## src/rtl/twr_pkg.sv

```systemverilog
package twr_pkg;
   // Coefficient format: 12-bit two's complement, 11 fraction bits.
   localparam int COEF_W    = 12;
   localparam int COEF_FRAC = COEF_W - 1;
   // round(cos(pi/8)*2048), round(sin(pi/8)*2048), round(cos(pi/4)*2048)
   localparam int K_C22 = 1892;
   localparam int K_S22 = 784;
   localparam int K_C45 = 1448;
endpackage

```

## src/rtl/twr_quadrant.sv

```systemverilog
module twr_quadrant #(
   parameter int DATA_W = 16
) (
   input  logic        [1:0]      quad,
   input  logic signed [DATA_W-1:0] x_re,
   input  logic signed [DATA_W-1:0] x_im,
   output logic signed [DATA_W:0]   y_re,
   output logic signed [DATA_W:0]   y_im
);
   logic signed [DATA_W:0] er, ei;
   assign er = {x_re[DATA_W-1], x_re};
   assign ei = {x_im[DATA_W-1], x_im};

   always_comb begin
      unique case (quad)
         2'd0:    begin y_re = er;  y_im = ei;  end
         2'd1:    begin y_re = ei;  y_im = -er; end
         2'd2:    begin y_re = -er; y_im = -ei; end
         default: begin y_re = -ei; y_im = er;  end
      endcase
   end
endmodule

```

## src/rtl/twr_const_mul.sv

```systemverilog
module twr_const_mul #(
   parameter int IN_W = 17,
   parameter int KW   = 12,
   parameter int K    = 1448
) (
   input  logic signed [IN_W-1:0]    x,
   output logic signed [IN_W+KW-1:0] p
);
   localparam int PW = IN_W + KW;

   if (K < 0 || K >= (1 << (KW - 1))) begin : g_bad_k
      $error("twr_const_mul: constant out of range");
   end

   logic signed [PW-1:0] ext;
   assign ext = PW'(x);

   // Shift-add network: one shifted term per set bit of the constant.
   always_comb begin
      p = '0;
      for (int b = 0; b < KW - 1; b++) begin
         if (((K >> b) & 1) != 0) p = p + (ext <<< b);
      end
   end
endmodule

```

## src/rtl/twr_residual.sv

```systemverilog
module twr_residual
   import twr_pkg::*;
#(
   parameter int DATA_W = 16,
   parameter int RES    = 16,
   parameter int SUB_W  = 2
) (
   input  logic signed [DATA_W:0]   a_re,
   input  logic signed [DATA_W:0]   a_im,
   input  logic        [SUB_W-1:0]  sub,
   output logic signed [DATA_W-1:0] y_re,
   output logic signed [DATA_W-1:0] y_im
);
   localparam int IN_W = DATA_W + 1;
   localparam int PW   = IN_W + COEF_W;
   localparam int AW   = PW + 1;
   localparam logic signed [AW-1:0] HALF = AW'(1) <<< (COEF_FRAC - 1);
   localparam logic signed [AW-1:0] MAXV = AW'((1 << (DATA_W - 1)) - 1);
   localparam logic signed [AW-1:0] MINV = -(AW'(1) <<< (DATA_W - 1));

   logic signed [AW-1:0] acc_re, acc_im, unit_re, unit_im;
   assign unit_re = AW'(a_re) <<< COEF_FRAC;
   assign unit_im = AW'(a_im) <<< COEF_FRAC;

   if (RES == 4) begin : g_w4
      logic unused_sub;
      assign unused_sub = ^sub;
      assign acc_re = unit_re;
      assign acc_im = unit_im;
   end else if (RES == 8) begin : g_w8
      logic signed [PW-1:0] r45, i45;
      twr_const_mul #(.IN_W(IN_W), .KW(COEF_W), .K(K_C45)) u_r45 (.x(a_re), .p(r45));
      twr_const_mul #(.IN_W(IN_W), .KW(COEF_W), .K(K_C45)) u_i45 (.x(a_im), .p(i45));
      always_comb begin
         if (sub[0]) begin
            acc_re = AW'(r45) + AW'(i45);
            acc_im = AW'(i45) - AW'(r45);
         end else begin
            acc_re = unit_re;
            acc_im = unit_im;
         end
      end
   end else begin : g_w16
      logic signed [PW-1:0] rc, rs, r45, ic, is_, i45;
      twr_const_mul #(.IN_W(IN_W), .KW(COEF_W), .K(K_C22)) u_rc  (.x(a_re), .p(rc));
      twr_const_mul #(.IN_W(IN_W), .KW(COEF_W), .K(K_S22)) u_rs  (.x(a_re), .p(rs));
      twr_const_mul #(.IN_W(IN_W), .KW(COEF_W), .K(K_C45)) u_r45 (.x(a_re), .p(r45));
      twr_const_mul #(.IN_W(IN_W), .KW(COEF_W), .K(K_C22)) u_ic  (.x(a_im), .p(ic));
      twr_const_mul #(.IN_W(IN_W), .KW(COEF_W), .K(K_S22)) u_is  (.x(a_im), .p(is_));
      twr_const_mul #(.IN_W(IN_W), .KW(COEF_W), .K(K_C45)) u_i45 (.x(a_im), .p(i45));
      always_comb begin
         unique case (sub)
            2'd0: begin acc_re = unit_re;                 acc_im = unit_im;                 end
            2'd1: begin acc_re = AW'(rc)  + AW'(is_);    acc_im = AW'(ic)  - AW'(rs);      end
            2'd2: begin acc_re = AW'(r45) + AW'(i45);    acc_im = AW'(i45) - AW'(r45);     end
            default: begin acc_re = AW'(rs) + AW'(ic);   acc_im = AW'(is_) - AW'(rc);      end
         endcase
      end
   end

   logic signed [AW-1:0] rnd_re, rnd_im;
   assign rnd_re = (acc_re + HALF) >>> COEF_FRAC;
   assign rnd_im = (acc_im + HALF) >>> COEF_FRAC;

   always_comb begin
      if (rnd_re > MAXV)      y_re = MAXV[DATA_W-1:0];
      else if (rnd_re < MINV) y_re = MINV[DATA_W-1:0];
      else                    y_re = rnd_re[DATA_W-1:0];
      if (rnd_im > MAXV)      y_im = MAXV[DATA_W-1:0];
      else if (rnd_im < MINV) y_im = MINV[DATA_W-1:0];
      else                    y_im = rnd_im[DATA_W-1:0];
   end
endmodule

```

## src/rtl/lowres_twiddle_rot.sv

```systemverilog
module lowres_twiddle_rot #(
   parameter int DATA_W = 16,
   parameter int RES    = 16,
   parameter int IDX_W  = $clog2(RES)
) (
   input  logic                     clk,
   input  logic                     rst_n,
   input  logic                     in_valid,
   input  logic signed [DATA_W-1:0] in_re,
   input  logic signed [DATA_W-1:0] in_im,
   input  logic        [IDX_W-1:0]  in_idx,
   output logic                     out_valid,
   output logic signed [DATA_W-1:0] out_re,
   output logic signed [DATA_W-1:0] out_im
);
   localparam int SUB_W = (IDX_W > 2) ? IDX_W - 2 : 1;

   if (!(RES == 4 || RES == 8 || RES == 16)) begin : g_bad_res
      $error("lowres_twiddle_rot: RES must be 4, 8 or 16");
   end
   if (IDX_W != $clog2(RES)) begin : g_bad_idx
      $error("lowres_twiddle_rot: IDX_W must equal log2(RES)");
   end
   if (DATA_W < 4) begin : g_bad_w
      $error("lowres_twiddle_rot: DATA_W too small");
   end

   logic [1:0]       quad_in;
   logic [SUB_W-1:0] sub_in;
   assign quad_in = in_idx[IDX_W-1:IDX_W-2];
   if (IDX_W > 2) begin : g_sub
      assign sub_in = in_idx[SUB_W-1:0];
   end else begin : g_nosub
      assign sub_in = '0;
   end

   logic signed [DATA_W:0] q_re, q_im;
   twr_quadrant #(.DATA_W(DATA_W)) u_quad (
      .quad(quad_in), .x_re(in_re), .x_im(in_im), .y_re(q_re), .y_im(q_im)
   );

   // Stage 1: quarter-turned sample, exact, one extra bit of headroom.
   logic                   s1_valid;
   logic signed [DATA_W:0] s1_re, s1_im;
   logic [SUB_W-1:0]       s1_sub;
   always_ff @(posedge clk or negedge rst_n) begin
      if (!rst_n) begin
         s1_valid <= 1'b0;
         s1_re    <= '0;
         s1_im    <= '0;
         s1_sub   <= '0;
      end else begin
         s1_valid <= in_valid;
         if (in_valid) begin
            s1_re  <= q_re;
            s1_im  <= q_im;
            s1_sub <= sub_in;
         end
      end
   end

   logic signed [DATA_W-1:0] r_re, r_im;
   twr_residual #(.DATA_W(DATA_W), .RES(RES), .SUB_W(SUB_W)) u_res (
      .a_re(s1_re), .a_im(s1_im), .sub(s1_sub), .y_re(r_re), .y_im(r_im)
   );

   // Stage 2: constant rotation, rounding, saturation.
   always_ff @(posedge clk or negedge rst_n) begin
      if (!rst_n) begin
         out_valid <= 1'b0;
         out_re    <= '0;
         out_im    <= '0;
      end else begin
         out_valid <= s1_valid;
         if (s1_valid) begin
            out_re <= r_re;
            out_im <= r_im;
         end
      end
   end
endmodule

```

## config.mk

```make
export PLATFORM = sky130hd
export DESIGN_NAME = lowres_twiddle_rot
export DESIGN_NICKNAME = d
export VERILOG_FILES = /design/src/rtl/twr_pkg.sv /design/src/rtl/twr_quadrant.sv /design/src/rtl/twr_const_mul.sv /design/src/rtl/twr_residual.sv /design/src/rtl/lowres_twiddle_rot.sv
export SDC_FILE = /design/constraint.sdc
export NUM_CORES = 1
export LEC_CHECK = 0
export ABC_AREA = 1
export BUFFER_PORTS_ARGS = -buffer_cell sky130_fd_sc_hd__buf_2
export CAP_MARGIN = 10
export CORE_MARGIN = 2
export CORE_UTILIZATION = 40
export DETAILED_ROUTE_END_ITERATION = 10
export PLACE_DENSITY_LB_ADDON = 0.05
export RECOVER_POWER = 50
export SLEW_MARGIN = 30
export SYNTH_ARGS = -nofsm -noshare
export SYNTH_HDL_FRONTEND = slang
export SYNTH_SLANG_ARGS = --single-unit
export TNS_END_PERCENT = 10
```

## constraint.sdc

```tcl
create_clock -name clk -period 12.26 [get_ports clk]
set_clock_uncertainty 0.1 [all_clocks]
set_input_delay 1.839 -clock clk [delete_from_list [all_inputs] [get_ports clk]]
set_output_delay 1.839 -clock clk [all_outputs]
set_load 0.02 [all_outputs]
```

Yosys cells after proc, flatten, opt, wreduce, memory -nomap -nowiden --
Index checks and enable logic that the tools add are counted.
Word-level totals: bits of input ports 39, bits in registers 70, logic and storage cells 57, output and inout port bits 33
Cells by class: multiplexer cells 8, reduce and logical (&&, ||, !) cells 2, equal/unequal tests 4, add/subtract/negate cells 32, magnitude comparators 4
Operator list (number):
- one-hot mux 30 bit (3 select lines) | 2
- one-hot mux 17 bit (3 select lines) | 2
- 2-to-1 mux 16 bit | 4
- adder 30 x 12 -> 30 bit (second input constant) | 2
- adder 29 x 26 -> 29 bit | 2
- adder 29 x 27 -> 29 bit | 2
- adder 26 x 27 -> 28 bit | 2
- adder 26 x 26 -> 27 bit | 2
- adder 21 x 25 -> 26 bit | 2
- adder 24 x 25 -> 26 bit | 2
- adder 25 x 25 -> 26 bit | 2
- adder 23 x 24 -> 25 bit | 2
- adder 23 x 23 -> 24 bit | 2
- adder 19 x 22 -> 23 bit | 2
- adder 20 x 22 -> 23 bit | 2
- > comparator 19 x 16 -> 1 bit (second input constant) | 2
- < comparator 19 x 16 -> 1 bit (second input constant) | 2
- negation 16 -> 17 bit | 2
- adder 27 x 29 -> 30 bit | 1
- adder 29 x 27 -> 30 bit | 1
- adder 29 x 29 -> 30 bit | 1
- subtractor 27 x 29 -> 30 bit | 1
- subtractor 29 x 27 -> 30 bit | 1
- subtractor 29 x 29 -> 30 bit | 1
- 3 further kinds | 6

Logic depth before layout (Yosys ltp) --
depth after elaboration 11, mapped depth 60, gate-level depth less buffers 58

By module --
From an unflattened synthesis, not the netlist that was laid out.
Second synthesis, totals: cells, all modules 5593, area, all modules 32503.7 um2
Modules (own cells, without submodules):
- twr_residual | cells each 2964, instances 1, area each 14291.2 um2, sequential area each 0.0 um2
- twr_const_mul at u_res.g_w16.u_i45 ... | cells each 365, instances 2, area each 2528.7 um2, sequential area each 0.0 um2
- twr_const_mul at u_res.g_w16.u_rc | cells each 403, instances 1, area each 2954.1 um2, sequential area each 0.0 um2
- twr_const_mul at u_res.g_w16.u_ic | cells each 403, instances 1, area each 2936.6 um2, sequential area each 0.0 um2
- lowres_twiddle_rot | cells each 290, instances 1, area each 2735.1 um2, sequential area each 1751.7 um2
- twr_quadrant | cells each 367, instances 1, area each 1747.9 um2, sequential area each 0.0 um2
- twr_const_mul at u_res.g_w16.u_is | cells each 216, instances 1, area each 1393.8 um2, sequential area each 0.0 um2
- twr_const_mul at u_res.g_w16.u_rs | cells each 220, instances 1, area each 1387.6 um2, sequential area each 0.0 um2

Least setup slack after synthesis --
OpenSTA, ideal clock, no wires.
path kind reg-to-reg, start point reg s1_re[1], end point reg out_im[10], path slack 3.922 ns, cell stages (with the launch flop) 56, library setup time 0.116 ns, period minus slack after synthesis 8.338 ns, required time 12.044 ns, path buffers 2, data arrival time 8.122 ns, cell sequence dfrtp_1 -> inv_1 -> fa_1 -> fa_1 -> inv_1 -> ha_1 -> nand3_1 -> nand2_1 -> a21oi_1 -> o21bai_1 -> nand3_1 -> nand2_1 -> nand2_1 -> a21oi_1 -> xor2_1 -> fa_1 -> ha_1 -> nand2_1 -> (+20 left out) -> o21ai_0 -> nand3_1 -> nand2_1 -> nand3_1 -> nand2_1 -> nor2_1 -> nand2_1 -> nor2_1 -> nand3_1 -> nand2_1 -> nand2_1 -> inv_2 -> nand2_2 -> nand2_4 -> buf_12 -> nand2_2 -> nand2_1 -> nand2_1
Between the ends: longest elaborated chain between the ends 11, elaborated cells between the ends (all ways) 20, classes of those cells add/sub (15); order compare (2); mux (3)
RTL lines:
- start, declared | RTL line lowres_twiddle_rot.sv:44 | logic signed [DATA_W:0] s1_re, s1_im;
- start signal, assigned | RTL line lowres_twiddle_rot.sv:55 | s1_re <= q_re;
- adder 19 x 22 -> 23 bit | RTL line twr_const_mul.sv:22 | if (((K >> b) & 1) != 0) p = p + (ext <<< b);
- adder 23 x 23 -> 24 bit | RTL line twr_const_mul.sv:22
- adder 24 x 25 -> 26 bit | RTL line twr_const_mul.sv:22
- adder 29 x 26 -> 29 bit | RTL line twr_const_mul.sv:22
- adder 29 x 27 -> 29 bit | RTL line twr_const_mul.sv:22
- subtractor 27 x 29 -> 30 bit | RTL line twr_residual.sv:56 | default: begin acc_re = AW'(rs) + AW'(ic); acc_im = AW'(is_) - AW'(rc); end
- one-hot mux 30 bit (3 select lines) * | RTL line twr_residual.sv:52 | unique case (sub)
- adder 30 x 12 -> 30 bit * | RTL line twr_residual.sv:63 | assign rnd_im = (acc_im + HALF) >>> COEF_FRAC;
- < comparator 19 x 16 -> 1 bit | RTL line twr_residual.sv:70 | else if (rnd_im < MINV) y_im = MINV[DATA_W-1:0];
- 2-to-1 mux 16 bit | RTL line twr_residual.sv:70
- 2-to-1 mux 16 bit * | RTL line twr_residual.sv:69 | if (rnd_im > MAXV) y_im = MAXV[DATA_W-1:0];
- end signal, assigned | RTL line lowres_twiddle_rot.sv:77 | out_im <= r_im;
- end, declared | RTL line lowres_twiddle_rot.sv:14 | output logic signed [DATA_W-1:0] out_im
Every way passes the cells marked *; elsewhere a longest branch is shown, timed or not. A chain may end at the register's enable or synchronous reset.

Worst setup path in the final report --
start point reg s1_re[1], end point reg out_im[3]
Same word-level chain as after synthesis.

==> key figures <==
Outcome
  • Status: complete, but fails checks
  • Failing checks: capacitance limit, slew limit

Worst setup path
  • Crit start category: register
  • Crit end category: register
  • Crit-path most repeated cell: nand2_1
  • CP peak stage delay: between 0.7 and 0.8 ns
  • Crit Path Class: register to register
  • Critical path's slowest cell: dfrtp_1
  • Worst-path maximum fanout: 15
  • Critical Path RT: 12.43 ns
  • Worst Path Arrival: about 10 ns

CTS
  • CTS Hold Bufs: 0
  • Clk root buf: clkbuf_16
  • CTS resizes: 0
  • Clock Latency Late Sink: 0.39 ns
  • H-tree depth: 3
  • Clock-pin slew on the worst setup and hold paths: 0.09 ns
  • CTS tree: yes
  • CTS buffer count: 9
  • Clock sink total: 70
  • CTS Buffer Depth: 2
  • Postcts setup bufs: 0

Logic synthesis
  • Post-Synthesis Cells: ~4300
  • Syn avg cell area: 6.27 sq um
  • Synth unique cells: 61
  • EDFF count, synth: 0
  • Yosys Warn Count: 0
  • Post-Syn Area: around 27000 sq um
  • Sequential area share after synthesis: 0.0650
  • Post-synth net total: around 5000
  • Ys flop type: dfrtp_1
  • Flop and latch count out of synthesis: 70
  • Yosys top cell area share: 0.159
  • Synth top area cells: nand2_1, ha_1, fa_1
  • Top cell type by total area after synthesis: nand2_1
  • FFs w/ async S/R, synth: 1.00

Placed design
  • Area after DPL: ~28000 sq um
  • RePlAce Congestion: 0.976
  • Hpwl dp: between 90 and 100 mm
  • Port Buffer Count: 71

Finish
  • Fillers: 7473
  • P&R area growth vs syn: 5.54%
  • Layout cells sized above 1: 0.0540
  • Most frequent cells in the layout: nand2_1, inv_1, ha_1
  • N_diodes: 0
  • Cell area after layout: 28400 sq um
  • Most common cell after layout, fill and taps aside: nand2_1
  • Nets: roughly 5000

Timing
  • Final setup vio count: 0
  • Fin crit period: around 10 ns
  • Fin crit share: 0.817
  • Setup TNS: 0 ns
  • Max-slew violation count: 154
  • Slew @ Worst Pin: 2.29 ns
  • Hold slack: 0.378 ns
  • Fin. Hold Viols: 0
  • RSZ-0062 raised after global routing: no
  • Max-slew headroom: -0.528
  • Max Freq: 99.8 MHz

Drt
  • Vias per cell: 5.36
  • Residual DRC: 0
  • Drt pass-1 iters: 5
  • Vias: between 20000 and 30000
  • Routed len/inst: between 20 and 25 um
  • DRT iter0 DRCs: 1897
  • Antenna-violating nets left: 0
  • Routed WL: 110 mm

Floorplanning
  • Chip width: 264 um
  • Die height: around 260 um
  • Initial core utilization: 0.403
  • # rows: 95
  • Core Box Area: about 67000 sq um
  • IO Count: 72
  • Die Area: 69400 sq um

Run
  • Max cap viols: 4

GRT
  • Largest net degree at the start of global routing: 63
  • Grt total ovfl: 0
  • Initial antenna violation count: 3
  • GR Util All Layers: 0.318
  • Number of global-route vias before repair: 27500
  • First-pass GRT wire length: around 170 mm

Hold path
  • Hold crit path type: register to register
[state kept, by name, indices dropped and copies added, names as in the netlist]
| name | count |
|---|---|
| out_re | 16 |
| out_im | 16 |
| s1_re | 17 |
| s1_sub | 2 |
| s1_valid | 1 |
| out_valid | 1 |
| s1_im | 17 |
[logic make-up (layout without fill, tap and decap cells)]
kind of cell             after synthesis  count (layout)  synth area share
AO/OA/AOI/OAI                        670             670             0.141
buffers and inverters                871             904             0.126
XOR/XNOR                             183             183            0.0595
AND/OR/NAND/NOR                     1983            1983             0.315
adder cells (fa/ha/maj)              522             522             0.294
flip-flops                            70              70            0.0650
[cell usage after synthesis, drive strengths merged, types with 12 or more instances]
library cell,instances
nand2,1174
inv,784
ha,338
nand3,331
a21oi,328
nor2,328
o21ai,187
fa,184
xor2,138
dfrtp,70
nand4,64
nor3,54
buf,52
o21bai,52
xnor2,45
clkbuf,28
a221oi,14
a31oi,12
[path summary, 6_finish.rpt]
check                                       start                endpoint  slack (ns)  cells after the start
max                          s1_re[1]$_DFFE_PN0P_   out_im[3]$_DFFE_PN0P_        2.24                     53
max in group asynchronous                   rst_n    s1_im[1]$_DFFE_PN0P_        7.08                      2
min in group asynchronous                   rst_n      s1_valid$_DFF_PN0_        1.95                      1
min                        out_im[10]$_DFFE_PN0P_  out_im[10]$_DFFE_PN0P_        0.38                      2
max reg2reg                  s1_re[1]$_DFFE_PN0P_   out_im[3]$_DFFE_PN0P_        2.24                     53
min reg2reg                out_im[10]$_DFFE_PN0P_  out_im[10]$_DFFE_PN0P_        0.38                      2
[worst max-delay path, delay by kind of cell (launching register included)]
| family | cells | cell delay [ns] |
|---|---|---|
| XOR/XNOR | 1 | 0.27 |
| AO/OA/AOI/OAI | 12 | 2.11 |
| AND/OR/NAND/NOR | 28 | 3.05 |
| flip-flops | 1 | 0.78 |
| adder cells (fa/ha/maj) | 6 | 2.74 |
| buffers and inverters | 6 | 0.85 |
[metrics by stage]
step                cells  utilization  worst slack, ns
floorplan            4299            -             3.92
global placement     5189        0.421             2.51
detailed placement   5189        0.421             2.40
CTS                  5205        0.425             2.36
global route         5205        0.425             1.27
finish               5205        0.425             2.24
[layout make-up]
type / instances / area [sq um] / share of cell area
clock buffers: 10 / 239 / 0.00840
clock inverters: 6 / 45.0 / 0.00158
inverters: 791 / 2970 / 0.104
multi-input cells: 3358 / 21800 / 0.767
flip-flops and latches: 70 / 1750 / 0.0616
well taps: 873 / 1090 / 0.0384
repair buffers: 97 / 523 / 0.0184
[per-layer routing]
| layer | vias to the layer above | wire length [um] | GRT usage |
|---|---|---|---|
| met5 | - | 30 | 0 |
| met4 | 4 | 5390 | 0.139 |
| met3 | 164 | 5880 | 0.0367 |
| met2 | 736 | 49200 | 0.517 |
| met1 | 13200 | 49800 | 0.425 |
| li1 | 13800 | - | - |
Power is left out: the tool's default activity adds up to more than one toggle a clock period on the data nets, which glitch-free logic cannot reach.
